File: src/rtl/zbus_pkg.sv
package zbus_pkg;

    typedef enum logic [2:0] {
        CYC_INTERNAL = 3'd0,
        CYC_FETCH    = 3'd1,
        CYC_READ     = 3'd2,
        CYC_WRITE    = 3'd3,
        CYC_IN       = 3'd4,
        CYC_OUT      = 3'd5
    } cyc_e;

    typedef enum logic [2:0] {
        PH_IDLE,
        PH_START,
        PH_WAIT,
        PH_COMP,
        PH_RFSH,
        PH_INT,
        PH_GRANT
    } phase_e;

    // active-high strobe set; inverted at the pins
    typedef struct packed {
        logic m1;
        logic mreq;
        logic iorq;
        logic rd;
        logic wr;
        logic rfsh;
    } strobe_t;

endpackage

File: src/rtl/zbus_strobe_dec.sv
module zbus_strobe_dec
    import zbus_pkg::*;
#(
    parameter int CW = 3
) (
    input  phase_e          phase,
    input  cyc_e            cyc,
    input  logic [CW-1:0]   cnt,
    output strobe_t         stb
);
    logic is_mem, is_io, rd_kind, wr_kind;

    always_comb begin
        is_mem  = (cyc == CYC_FETCH) || (cyc == CYC_READ) || (cyc == CYC_WRITE);
        is_io   = (cyc == CYC_IN) || (cyc == CYC_OUT);
        rd_kind = (cyc == CYC_FETCH) || (cyc == CYC_READ) || (cyc == CYC_IN);
        wr_kind = (cyc == CYC_WRITE) || (cyc == CYC_OUT);
        stb     = '0;
        case (phase)
            PH_START: begin
                stb.m1 = (cyc == CYC_FETCH);
                if (is_mem && cnt != '0) begin
                    stb.mreq = 1'b1;
                    stb.rd   = rd_kind;
                end
                if (is_io && cnt == CW'(2)) begin
                    stb.iorq = 1'b1;
                    stb.rd   = rd_kind;
                    stb.wr   = (cyc == CYC_OUT);
                end
            end
            PH_WAIT: begin
                stb.m1   = (cyc == CYC_FETCH);
                stb.mreq = is_mem;
                stb.iorq = is_io;
                stb.rd   = rd_kind;
                stb.wr   = (cyc == CYC_OUT);
            end
            PH_COMP: begin
                if (cnt <= CW'(1)) begin
                    stb.m1   = (cyc == CYC_FETCH);
                    stb.mreq = is_mem;
                    stb.iorq = is_io;
                    stb.rd   = rd_kind;
                    stb.wr   = wr_kind;
                end
            end
            PH_RFSH: begin
                stb.rfsh = 1'b1;
                stb.mreq = (cnt == CW'(0)) || (cnt == CW'(2)) || (cnt == CW'(3));
            end
            default: stb = '0;
        endcase
    end
endmodule

File: src/rtl/zbus_refresh_ctr.sv
module zbus_refresh_ctr #(
    parameter int RW = 7
) (
    input  logic          clk,
    input  logic          rst_n,
    input  logic          inc,
    output logic [RW-1:0] value
);
    logic [RW-1:0] value_d, value_q;

    always_comb value_d = inc ? value_q + RW'(1) : value_q;

    always_ff @(posedge clk or negedge rst_n) begin
        if (!rst_n) value_q <= '0;
        else        value_q <= value_d;
    end

    assign value = value_q;
endmodule

File: src/rtl/zbus_cycle_seq.sv
module zbus_cycle_seq
    import zbus_pkg::*;
#(
    parameter int AW         = 16,
    parameter int DW         = 8,
    parameter int IW         = 8,
    parameter int RW         = 7,
    parameter int INT_HALVES = 4
) (
    input  logic          clk,
    input  logic          rst_n,
    input  logic          req_valid,
    output logic          req_ready,
    input  logic [2:0]    req_type,
    input  logic [AW-1:0] req_addr,
    input  logic [DW-1:0] req_wdata,
    input  logic [IW-1:0] i_page,
    input  logic          wait_n,
    input  logic          busreq_n,
    output logic          busack_n,
    input  logic [DW-1:0] din,
    input  logic          din_driven,
    output logic [AW-1:0] addr,
    output logic [DW-1:0] dout,
    output logic          dout_en,
    output logic          bus_oe,
    output logic          mreq_n,
    output logic          iorq_n,
    output logic          rd_n,
    output logic          wr_n,
    output logic          m1_n,
    output logic          rfsh_n,
    output logic          done,
    output logic [DW-1:0] rdata
);
    localparam int MAXC = (INT_HALVES > 8) ? INT_HALVES : 8;
    localparam int CW   = $clog2(MAXC);
    localparam int LOW  = AW - IW;
    localparam logic [CW-1:0] INT_LAST  = CW'(INT_HALVES - 1);
    localparam logic [CW-1:0] RFSH_LAST = CW'(7);

    typedef struct packed {
        phase_e        phase;
        cyc_e          cyc;
        logic [CW-1:0] cnt;
        logic [AW-1:0] addr;
        logic [DW-1:0] wdata;
        logic [DW-1:0] rdata;
    } state_t;

    state_t        st_d, st_q;
    cyc_e          req_cyc;
    logic          rfsh_inc;
    logic [RW-1:0] rfsh_cnt;
    strobe_t       stb;

    always_comb begin
        req_cyc = (req_type > 3'd5) ? CYC_INTERNAL : cyc_e'(req_type);
    end

    always_comb begin
        st_d     = st_q;
        done     = 1'b0;
        rfsh_inc = 1'b0;
        case (st_q.phase)
            PH_IDLE: begin
                if (!busreq_n) begin
                    st_d.phase = PH_GRANT;
                end else if (req_valid) begin
                    st_d.cyc   = req_cyc;
                    st_d.addr  = req_addr;
                    st_d.wdata = req_wdata;
                    st_d.cnt   = '0;
                    st_d.phase = (req_cyc == CYC_INTERNAL) ? PH_INT : PH_START;
                end
            end
            PH_START: begin
                if (st_q.cnt == CW'(2)) begin
                    st_d.cnt   = '0;
                    st_d.phase = wait_n ? PH_COMP : PH_WAIT;
                end else begin
                    st_d.cnt = st_q.cnt + CW'(1);
                end
            end
            PH_WAIT: begin
                if (st_q.cnt == CW'(1)) begin
                    st_d.cnt   = '0;
                    st_d.phase = wait_n ? PH_COMP : PH_WAIT;
                end else begin
                    st_d.cnt = CW'(1);
                end
            end
            PH_COMP: begin
                if (st_q.cnt == CW'(1) && (st_q.cyc == CYC_FETCH ||
                        st_q.cyc == CYC_READ || st_q.cyc == CYC_IN)) begin
                    st_d.rdata = din_driven ? din : '1;
                end
                if (st_q.cyc == CYC_FETCH && st_q.cnt == CW'(1)) begin
                    st_d.cnt   = '0;
                    st_d.phase = PH_RFSH;
                end else if (st_q.cnt == CW'(2)) begin
                    done       = 1'b1;
                    st_d.phase = PH_IDLE;
                end else begin
                    st_d.cnt = st_q.cnt + CW'(1);
                end
            end
            PH_RFSH: begin
                if (st_q.cnt == RFSH_LAST) begin
                    done       = 1'b1;
                    rfsh_inc   = 1'b1;
                    st_d.phase = PH_IDLE;
                end else begin
                    st_d.cnt = st_q.cnt + CW'(1);
                end
            end
            PH_INT: begin
                if (st_q.cnt == INT_LAST) begin
                    done       = 1'b1;
                    st_d.phase = PH_IDLE;
                end else begin
                    st_d.cnt = st_q.cnt + CW'(1);
                end
            end
            PH_GRANT: begin
                if (busreq_n) st_d.phase = PH_IDLE;
            end
            default: st_d.phase = PH_IDLE;
        endcase
    end

    always_ff @(posedge clk or negedge rst_n) begin
        if (!rst_n) begin
            st_q       <= '0;
            st_q.phase <= PH_IDLE;
            st_q.cyc   <= CYC_INTERNAL;
            st_q.rdata <= '1;
        end else begin
            st_q <= st_d;
        end
    end

    zbus_refresh_ctr #(.RW(RW)) u_rctr (
        .clk   (clk),
        .rst_n (rst_n),
        .inc   (rfsh_inc),
        .value (rfsh_cnt)
    );

    zbus_strobe_dec #(.CW(CW)) u_dec (
        .phase (st_q.phase),
        .cyc   (st_q.cyc),
        .cnt   (st_q.cnt),
        .stb   (stb)
    );

    always_comb begin
        addr      = (st_q.phase == PH_RFSH) ?
                    {i_page, {(LOW - RW){1'b0}}, rfsh_cnt} : st_q.addr;
        dout      = st_q.wdata;
        dout_en   = (st_q.cyc == CYC_WRITE || st_q.cyc == CYC_OUT) &&
                    (st_q.phase == PH_START || st_q.phase == PH_WAIT ||
                     (st_q.phase == PH_COMP && st_q.cnt != CW'(2)));
        bus_oe    = (st_q.phase != PH_GRANT);
        busack_n  = (st_q.phase != PH_GRANT);
        req_ready = (st_q.phase == PH_IDLE) && busreq_n;
        m1_n      = ~stb.m1;
        mreq_n    = ~stb.mreq;
        iorq_n    = ~stb.iorq;
        rd_n      = ~stb.rd;
        wr_n      = ~stb.wr;
        rfsh_n    = ~stb.rfsh;
        rdata     = st_q.rdata;
    end

    // strobe exclusivity
    a_r12_rd_wr_excl: assert property (@(posedge clk) disable iff (!rst_n)
        rd_n || wr_n);
    a_r12_mreq_iorq_excl: assert property (@(posedge clk) disable iff (!rst_n)
        mreq_n || iorq_n);
    // bus released while granted
    a_r10_grant_quiet: assert property (@(posedge clk) disable iff (!rst_n)
        !busack_n |-> (!bus_oe && mreq_n && iorq_n && rd_n && wr_n && rfsh_n));
    a_r10_grant_entry: assert property (@(posedge clk) disable iff (!rst_n)
        $fell(busack_n) |-> $past(mreq_n && iorq_n && rfsh_n));
    // done is a single tick, ready only when quiet
    a_r11_done_pulse: assert property (@(posedge clk) disable iff (!rst_n)
        done |=> !done);
    a_r11_ready_quiet: assert property (@(posedge clk) disable iff (!rst_n)
        req_ready |-> (mreq_n && iorq_n && rd_n && wr_n && rfsh_n && !done));
    // refresh excludes transfer strobes
    a_r3_rfsh_alone: assert property (@(posedge clk) disable iff (!rst_n)
        !rfsh_n |-> (rd_n && wr_n && m1_n && iorq_n));
    // memory write strobe only after memory request already active
    a_r5_wr_after_mreq: assert property (@(posedge clk) disable iff (!rst_n)
        (!wr_n && iorq_n) |-> $past(!mreq_n));
endmodule

File: config.mk
export PLATFORM = sky130hd
export DESIGN_NAME = zbus_cycle_seq
export DESIGN_NICKNAME = d
export VERILOG_FILES = /design/src/rtl/zbus_pkg.sv /design/src/rtl/zbus_strobe_dec.sv /design/src/rtl/zbus_refresh_ctr.sv /design/src/rtl/zbus_cycle_seq.sv
export SDC_FILE = /design/constraint.sdc
export NUM_CORES = 1
export LEC_CHECK = 0
export BUFFER_PORTS_ARGS = -buffer_cell sky130_fd_sc_hd__buf_2
export CORE_UTILIZATION = 40
export CTS_BUF_LIST = sky130_fd_sc_hd__clkbuf_4
export DETAILED_ROUTE_END_ITERATION = 16
export PLACE_DENSITY_LB_ADDON = 0.08
export SYNTH_ARGS = -nofsm -noshare
export SYNTH_HDL_FRONTEND = slang
export SYNTH_HIERARCHICAL = 1
export SYNTH_SLANG_ARGS = --single-unit
File: constraint.sdc
create_clock -name clk -period 2.69 [get_ports clk]
set_input_delay 0.269 -clock clk [delete_from_list [all_inputs] [get_ports clk]]
set_output_delay 0.269 -clock clk [all_outputs]
set_load 0.01 [all_outputs]
==> results of run 1 <==
flip-flops by register name (all words and copies together), names as in the netlist:
register,flops
dout,8
st_q,25
rdata,8
u_rctr/value,7
worst max path at each step:
stage,from,endpoint,depth (start not counted)
2_1_floorplan,st_q[40]$_DFFE_PN0P_,u_rctr/value[5]$_DFFE_PN0P_,7
4_1_cts,st_q[39]$_DFFE_PN0P_,m1_n,4
3_3_place_gp,st_q[39]$_DFFE_PN0P_,m1_n,4
3_5_place_dp,st_q[39]$_DFFE_PN0P_,m1_n,4
5_1_grt,st_q[32]$_DFFE_PN0P_,dout_en,7
6_report,st_q[32]$_DFFE_PN0P_,dout_en,7
routing by layer:
layer	up-vias	GRT usage (%)	wire length, µm
met2	63	27.2	3080
met3	8	3.64	290
li1	1154	-	-
met4	0	5.43	91
met5	-	0	0
met1	1071	22.0	2870
placed cells by master (no fill, tap or decap), types with 4 or more instances in the layout:
master,netlist,routed
a21oi_1,5,5
buf_2,3,91
buf_4,20,8
clkbuf_4,0,6
dfrtp_1,40,39
dfstp_2,8,8
ha_1,6,6
inv_1,15,15
mux2_2,42,42
nand2_1,22,22
nand2b_1,4,4
nand3_1,4,4
nor2_1,11,11
nor2b_1,12,12
o21ai_0,14,14
or2b_2,4,4
xnor2_1,4,4
xor2_1,4,4
layout make-up:
class / count / area (µm²) / area share [%]
inverter: 16 / 60.1 / 1.71
clock inverter: 2 / 12.5 / 0.357
multi-input combinational: 193 / 1530 / 43.5
tap: 99 / 124 / 3.53
clock buffer: 6 / 45.0 / 1.29
sequential: 48 / 1210 / 34.6
timing repair buffer: 100 / 526 / 15.0
kinds of logic after synthesis:
family	count (synthesis)	synth area share, %
AO/OA/AOI/OAI	54	13.1
XOR/XNOR	8	2.34
adder cells (fa/ha/maj)	6	2.50
buffers and inverters	44	8.80
flip-flops	48	40.4
multiplexers	44	16.4
AND/OR/NAND/NOR	81	16.4
what timing repair did:
action,4_1_cts,5_1_grt
hold buffers,1,0
resized for setup,0,1
buffers inserted,0,0
setup endpoints to repair,0,1
endpoints found under the hold margin,22,0
where the power goes:
group / total (W) / leakage (nW) / internal, W / switching, W
clock network: 0.000353 / 0.0333 / 0.000112 / 0.000241
registers: 0.00135 / 0.580 / 0.00107 / 0.000286
logic: 0.00191 / 0.996 / 0.000975 / 0.000937
total: 0.00362 / 1.61 / 0.00215 / 0.00146
worst register-to-register path, cell delays in order, from the launching register on:
cell	delay (ps)
dfrtp_1	550
ha_1	250
ha_1	210
nor3b_1	60
o21ai_0	250
o311ai_2	190
or2_4	270
o22a_1	210
stage by stage:
step	power [W]	instances	worst slack, ps	utilization [%]
after floorplan	0.00288	285	659	-
after global placement	0.00328	455	618	47.4
after detailed placement	0.00329	455	589	47.4
after CTS	0.00366	464	164	48.3
after global routing	0.00393	464	183	48.3
final	0.00362	464	313	48.3
==> results.sh, run 1 <==
export IMPL_synth_top_cells_by_count="42 x mux2_2, 40 x dfrtp_1, 22 x nand2_1"
export IMPL_synth_top_area_share_pct=33.4
export IMPL_rrSetupSlack_ps=600
export IMPL_p_leak_nw=1.61
export IMPL_drt_iter0_markers=75
export IMPL_core_um2=7250
export IMPL_postSynthAreaPerCell_um2=10.5
export IMPL_die_y_um=88.6
export IMPL_cp_data_required_time_ps=2420
export IMPL_slew_headroom_pct=55.0
export IMPL_report_final_slew_viol_count=0
export IMPL_syn_to_final_growth_pct=16.8
export IMPL_postLayoutCellArea_um2=3500
export IMPL_drc=0
export IMPL_portBuffers=91
export IMPL_insertedDiodeCount=0
export IMPL_grt_max_degree=31
export IMPL_worst_slew_pin_slew_ps=675
export IMPL_fin_hold_ws_ps=128
export IMPL_path_delay_family="flip-flops"
export IMPL_crit_chain="inv_1, ha_1, and2b_2, nand3_1, o2111ai_1, a211oi_1, buf_2"
export IMPL_die_w_um=88.6
export IMPL_arrival_ps=2110
export IMPL_synth_edf_count=0
export IMPL_syn_nets=340
export IMPL_path_class="flip-flop to primary output"
export IMPL_hold_class="input port to flip-flop"
export IMPL_grt_pass1_vias=2096
export IMPL_skew_ps=10.7
export IMPL_place_area_um2=3440
export IMPL_worstSetupEndpointType="primary output"
export IMPL_whs_path_depth=2
export IMPL_crit_fanout=10
export IMPL_worstReg2RegStart="st_q[33]$_DFFE_PN0P_"
export IMPL_critPathBufInv=2
export IMPL_finalHoldViolCount=0
export IMPL_clock_latency_ps=360
export IMPL_rsz0062_at_grt="no"
export IMPL_cp_slowest_stage_delay_ps=540
export IMPL_r2r_worst_path_cells=7
export IMPL_finalCriticalPeriod_ps=2380
export IMPL_cts_reportedPaths_clkPinSlew_ps=150
export IMPL_setup_viol_count_final=0
export IMPL_cts_tree="yes"
export IMPL_hold_start="req_addr[0]"
export IMPL_place_hpwl_um=4630
export IMPL_ios=92
export IMPL_maxCapViolations=0
export IMPL_synth_area_leaders="dfrtp_1 33%, mux2_2 16%, dfstp_2 7.0%, buf_4 5.0%, nand2_1 2.8%"
export IMPL_ys_async_sr_fraction_pct=100
export IMPL_finalNetCount=419
export IMPL_status="complete, no violations"
export IMPL_synth_cell_type_count=61
export IMPL_ant_nets=0
export IMPL_die_area_um2=7850
export IMPL_hold_path_end="st_q[16]$_DFFE_PN0P_"
export IMPL_nFillCells=728
export IMPL_globalplace_congestion=0.826
export IMPL_cp_start_kind="flip-flop"
export IMPL_r2r_end="st_q[39]$_DFFE_PN0P_"
export IMPL_netlist_instances=285
export IMPL_synth_most_common_cell="mux2_2"
export IMPL_ys_ff_latch=48
export IMPL_htree_levels=2
export IMPL_max_freq_ghz=0.421
export IMPL_routed_wl_um=6330
export IMPL_viasPerCell=4.95
export IMPL_drive_gt1_share_pct=48.2
export IMPL_antenna_found_initial=0
export IMPL_netlist_area_um2=3000
export IMPL_finalCritPeriodShare_pct=88.4
export IMPL_peakVddDrop_mv=0.424
export IMPL_routedWlPerCell_um=13.6
export IMPL_first_pass_iters=5
export IMPL_initial_utilization_pct=41.4
export IMPL_clockRootBuffer="clkbuf_4"
export IMPL_ys_warn_count=6
export IMPL_grt_total_usage_pct=16.7
export IMPL_vias=2296
export IMPL_cts_sinks=48
export IMPL_grt_first_pass_wirelength_um=10100
export IMPL_clock_path_buffers=2
export IMPL_yosysSeqAreaShare_pct=40.4
export IMPL_cts_made_buffers=5
export IMPL_slowest_stage="dfrtp_1"
export IMPL_powerDensity_nw_per_um2=1030
export IMPL_tns_ps=0
export IMPL_num_rows=31
export IMPL_yosys_area_top_type="dfrtp_1"
export IMPL_synthFlopType="dfrtp_1"
export IMPL_grt_overflow_total=0
(Power assumes the default switching activity.)
==> run 2, diff against run 1 <==
Settings changed: BUFFER_PORTS_ARGS -buffer_cell sky130_fd_sc_hd__buf_2 to unset, DONT_BUFFER_PORTS set to 1, GPL_TIMING_DRIVEN set to 1, REMOVE_ABC_BUFFERS set to 1.
==> run 2 against run 1 <==
Compared with the run above: critical path depth shrank 2; global-route usage decreased by 0.54 points; critical endpoint is now m1_n; flip-flop and latch count stayed put; core utilization is 5.7 points lower; design area shrank 12%; non-clock buffer count down 88.
==> results.sh, run 2 (same netlist as run 1, synthesis figures left out) <==
export IMPL_skew_ps=13.8
export IMPL_drc=0
export IMPL_cts_made_buffers=5
export IMPL_slew_headroom_pct=65.0
export IMPL_crit_fanout=15
export IMPL_finalHoldViolCount=0
export IMPL_grt_overflow_total=0
export IMPL_largest_reg_flops=25
export IMPL_grt_max_degree=49
export IMPL_post_cts_resized=0
export IMPL_p_leak_nw=1.28
export IMPL_drive_gt1_share_pct=31.4
export IMPL_max_freq_ghz=0.418
export IMPL_setup_viol_count_final=0
export IMPL_mostFrequentLayoutCell="mux2_2"
export IMPL_cts_sinks=48
export IMPL_clock_path_buffers=2
export IMPL_place_hpwl_um=4270
export IMPL_cts_reportedPaths_clkPinSlew_ps=130
export IMPL_worstSetupEndpointType="primary output"
export IMPL_cp_data_required_time_ps=2420
export IMPL_htree_levels=2
export IMPL_num_rows=31
export IMPL_fin_hold_ws_ps=36.9
export IMPL_worst_slew_pin_slew_ps=526
export IMPL_dp_cells=366
export IMPL_report_final_slew_viol_count=0
export IMPL_fin_cells=376
export IMPL_clockRootBuffer="clkbuf_4"
export IMPL_arrival_ps=2120
export IMPL_rsz0062_at_grt="no"
export IMPL_finalCritPeriodShare_pct=88.9
export IMPL_maxCapViolations=0
export IMPL_clock_latency_ps=360
export IMPL_cp_start_kind="flip-flop"
export IMPL_postCtsSetupBuffers=0
export IMPL_path_class="flip-flop to primary output"
export IMPL_layout_common_cells="42 x mux2_2, 40 x dfrtp_1, 22 x nand2_1"
export IMPL_first_pass_iters=4
export IMPL_grt_pass1_vias=1991
export IMPL_drt_iter0_markers=71
export IMPL_hold_class="input port to flip-flop"
export IMPL_postLayoutCoreUtil_pct=42.6
export IMPL_status="complete, no violations"
export IMPL_peakVddDrop_mv=0.446
export IMPL_grt_total_usage_pct=16.1
export IMPL_die_y_um=88.6
export IMPL_initial_utilization_pct=41.4
export IMPL_core_um2=7250
export IMPL_powerDensity_nw_per_um2=1080
export IMPL_viasPerCell=5.30
export IMPL_finalCriticalPeriod_ps=2390
export IMPL_syn_to_final_growth_pct=3.00
export IMPL_cts_tree="yes"
export IMPL_ant_nets=0
export IMPL_routed_wl_um=6020
export IMPL_vias=1992
export IMPL_die_area_um2=7850
export IMPL_grt_first_pass_wirelength_um=9730
export IMPL_ios=92
export IMPL_tns_ps=0
export IMPL_top_register="st_q"
export IMPL_insertedDiodeCount=0
export IMPL_globalplace_congestion=0.781
export IMPL_die_w_um=88.6
export IMPL_finalNetCount=331
export IMPL_routedWlPerCell_um=16.0
export IMPL_nFillCells=738
export IMPL_antenna_found_initial=0
export IMPL_portBuffers=0
-- run 2: cell count changes in the layout (fill, tap and decap cells not counted), sizes merged --
cell	previous run	this run
buf	99	11
-- run 2: cell type report --
cell class	count	area, µm²	area share [%]
clock buffer	6	45.0	1.46
clock inverter	2	12.5	0.405
inverter	16	60.1	1.94
multi-input combinational	193	1530	49.4
sequential	48	1210	39.2
tap	99	124	4.01
timing repair buffer	12	113	3.64
-- run 2: metrics by stage --
stage	total power (W)	cell area (µm²)	worst slack [ps]
after floorplan	0.00263	2800	429
after global placement	0.00302	3000	684
after detailed placement	0.00302	3000	688
after CTS	0.00340	3090	284
after global routing	0.00364	3090	109
final	0.00335	3090	300
-- run 2: routing by layer --
layer  wire length [µm]  part of all wire [%]  track usage (%)
met1               2830                    47             21.9
met2               2740                    46             25.8
met3                402                   6.7             4.01
met4                 46                  0.76             4.11
met5                  0                     0                0
-- run 2: worst max-delay path, stage by stage, from the launching register on --
cell and delay [ps]:
dfrtp_1 690, buf_4 250, nor3b_4 260, inv_2 40, a2111oi_1 380, inv_1 130
-- run 2: report_power, final --
group          internal [W]  switching, W
combinational      0.000775      0.000826
clock              0.000112      0.000230
sequential          0.00107      0.000341
total               0.00196       0.00140
-- run 2: path summary, 6_finish.rpt --
path | from | to | slack [ps] | cells past startpoint
max | st_q[38]$_DFFE_PN0P_ | m1_n | 300 | 5
min | req_type[0] | st_q[35]$_DFFE_PN0P_ | 40 | 2
max reg2reg | st_q[32]$_DFFE_PN0P_ | st_q[39]$_DFFE_PN0P_ | 660 | 7
min reg2reg | u_rctr/value[6]$_DFFE_PN0P_ | u_rctr/value[6]$_DFFE_PN0P_ | 490 | 1
max in group asynchronous | rst_n | rdata[6]$_DFFE_PN1P_ | 2000 | 2
min in group asynchronous | rst_n | st_q[17]$_DFFE_PN0P_ | 410 | 2
-- run 2: what timing repair did --
item / in CTS / in global routing
setup endpoints to repair: 0 / 0
hold buffers: 2 / 0
hold endpoints to repair: 48 / 0
==> run 3, diff against run 2 <==
Settings changed: ABC_AREA set to 1.
==> run 3 against run 2 <==
Compared with the run above: largest cell class unchanged; maximum frequency rose by 6.0%; non-clock buffer count is 15 higher; register-to-register slack better by 20 ps; clock-buffer cell count decreased by 1; core utilization grew 2.7 points; design area increased by 7.0%; worst setup slack better by 130 ps; synthesized cell count is 54% higher.
==> results.sh, run 3 <==
export IMPL_rsz0062_at_grt="no"
export IMPL_report_final_slew_viol_count=0
export IMPL_finalHoldViolCount=0
export IMPL_synth_most_common_cell="nand2_1"
export IMPL_synth_edf_count=0
export IMPL_ys_warn_count=6
export IMPL_total_power_w=0.00304
export IMPL_synth_top_cells_by_count="185 x nand2_1, 44 x inv_1, 40 x dfrtp_1"
export IMPL_grt_first_pass_wirelength_um=10600
export IMPL_synth_area_leaders="dfrtp_1 33%, nand2_1 23%, dfstp_2 6.9%, inv_1 5.4%, nand3_1 5.3%"
export IMPL_cp_data_required_time_ps=2420
export IMPL_finalNetCount=501
export IMPL_yosys_area_top_type="dfrtp_1"
export IMPL_finalCriticalPeriod_ps=2260
export IMPL_rrSetupSlack_ps=680
export IMPL_drc=0
export IMPL_place_hpwl_um=4890
export IMPL_cts_sinks=48
export IMPL_ys_async_sr_fraction_pct=100
export IMPL_vias=2562
export IMPL_ios=92
export IMPL_globalplace_congestion=0.810
export IMPL_core_um2=7290
export IMPL_cts_reportedPaths_clkPinSlew_ps=160
export IMPL_insertedDiodeCount=0
export IMPL_worst_slew_pin_slew_ps=478
export IMPL_die_area_um2=7960
export IMPL_hold_class="input port to flip-flop"
export IMPL_layout_common_cells="185 x nand2_1, 44 x inv_1, 40 x dfrtp_1"
export IMPL_slew_headroom_pct=68.1
export IMPL_viasPerCell=4.69
export IMPL_top_register="st_q"
export IMPL_grt_overflow_total=0
export IMPL_cts_made_buffers=5
export IMPL_ys_ff_latch=48
export IMPL_ant_nets=0
export IMPL_synth_top_area_share_pct=32.9
export IMPL_num_rows=31
export IMPL_finalCritPeriodShare_pct=83.8
export IMPL_worstSetupEndpointType="primary output"
export IMPL_syn_to_final_growth_pct=8.59
export IMPL_routed_wl_um=6820
export IMPL_htree_levels=2
export IMPL_p_leak_nw=1.81
export IMPL_setup_viol_count_final=0
export IMPL_skew_ps=13.6
export IMPL_yosysSeqAreaShare_pct=39.8
export IMPL_cp_start_kind="flip-flop"
export IMPL_first_pass_iters=4
export IMPL_synthFlopType="dfrtp_1"
export IMPL_netlist_instances=439
export IMPL_powerDensity_nw_per_um2=920
export IMPL_grt_total_usage_pct=17.6
export IMPL_path_class="flip-flop to primary output"
export IMPL_drive_gt1_share_pct=9.62
export IMPL_routedWlPerCell_um=12.5
export IMPL_grt_pass1_vias=2223
export IMPL_portBuffers=0
export IMPL_antenna_found_initial=0
export IMPL_maxCapViolations=0
export IMPL_max_freq_ghz=0.443
export IMPL_postLayoutCoreUtil_pct=45.3
export IMPL_clock_path_buffers=2
export IMPL_drt_iter0_markers=177
export IMPL_synth_cell_type_count=30
export IMPL_postSynthAreaPerCell_um2=6.93
export IMPL_netlist_area_um2=3040
export IMPL_crit_fanout=15
export IMPL_tns_ps=0
export IMPL_clock_latency_ps=370
export IMPL_cts_tree="yes"
export IMPL_die_y_um=89.2
export IMPL_fin_cells=546
export IMPL_initial_utilization_pct=41.7
export IMPL_postCtsSetupBuffers=0
export IMPL_mostFrequentLayoutCell="nand2_1"
export IMPL_dp_cells=512
export IMPL_grt_max_degree=49
export IMPL_status="complete, no violations"
export IMPL_largest_reg_flops=25
export IMPL_clockRootBuffer="clkbuf_4"
export IMPL_die_w_um=89.2
export IMPL_fin_hold_ws_ps=45.2
export IMPL_peakVddDrop_mv=0.335
export IMPL_arrival_ps=1990
[run 3: kinds of logic after synthesis]
logic type / after synthesis / synth area share, %
and+or+nand+nor: 273 / 38.0
buffers and inverters: 78 / 12.9
DFF: 48 / 39.8
AOI/OAI and AO/OA: 29 / 5.30
adders and majority gates: 6 / 2.47
xor gates and xnor gates: 4 / 1.15
muxes: 1 / 0.370
[run 3: critical path, cell delays in order (launching register included)]
cell and delay, ps:
dfrtp_1 670, inv_2 140, nor2_2 350, inv_2 220, nand2_1 120, nand2_1 110
[run 3: final timing paths]
check / start / to / cells past startpoint
max: st_q[40]$_DFFE_PN0P_ / addr[1] / 5
min: din[3] / rdata[3]$_DFFE_PN1P_ / 2
max reg2reg: st_q[40]$_DFFE_PN0P_ / st_q[35]$_DFFE_PN0P_ / 7
min reg2reg: st_q[24]$_DFFE_PN0P_ / st_q[24]$_DFFE_PN0P_ / 2
max in group asynchronous: rst_n / rdata[7]$_DFFE_PN1P_ / 2
min in group asynchronous: rst_n / st_q[33]$_DFFE_PN0P_ / 2
[run 3: stage by stage]
stage / worst slack (ps) / cell area, µm²
CTS: 407 / 3270
global placement: 739 / 2970
finish: 435 / 3310
detailed placement: 707 / 2970
floorplan: 966 / 2840
global route: 190 / 3310
[run 3: repair_timing]
item | in CTS | in global routing
gates resized for setup | 0 | 0
hold endpoints to repair | 68 | 4
hold buffers | 22 | 4
[run 3: layout make-up]
type	instances	area, µm²
clock buffer	5	37.5
clock inverter	3	17.5
fill	801	3990
inverter	51	191
multi-input combinational	313	1440
sequential	48	1210
tap	99	124
timing repair buffer	27	285
[run 3: per-layer routing]
metal  up-vias  track usage, %  wire length, µm
met3         2            4.99              421
met5         -               0                0
li1       1340               -                -
met4         0            3.90               31
met1      1145            24.9             3250
met2        75            26.8             3120
[run 3: power breakdown]
| part | switching (W) | leakage [nW] | internal [W] | total, W |
|---|---|---|---|---|
| Clock | 0.000251 | 0.0330 | 0.000102 | 0.000353 |
| Sequential | 0.000299 | 0.599 | 0.00100 | 0.00130 |
| Combinational | 0.000941 | 1.18 | 0.000445 | 0.00139 |
| Total | 0.00149 | 1.81 | 0.00155 | 0.00304 |
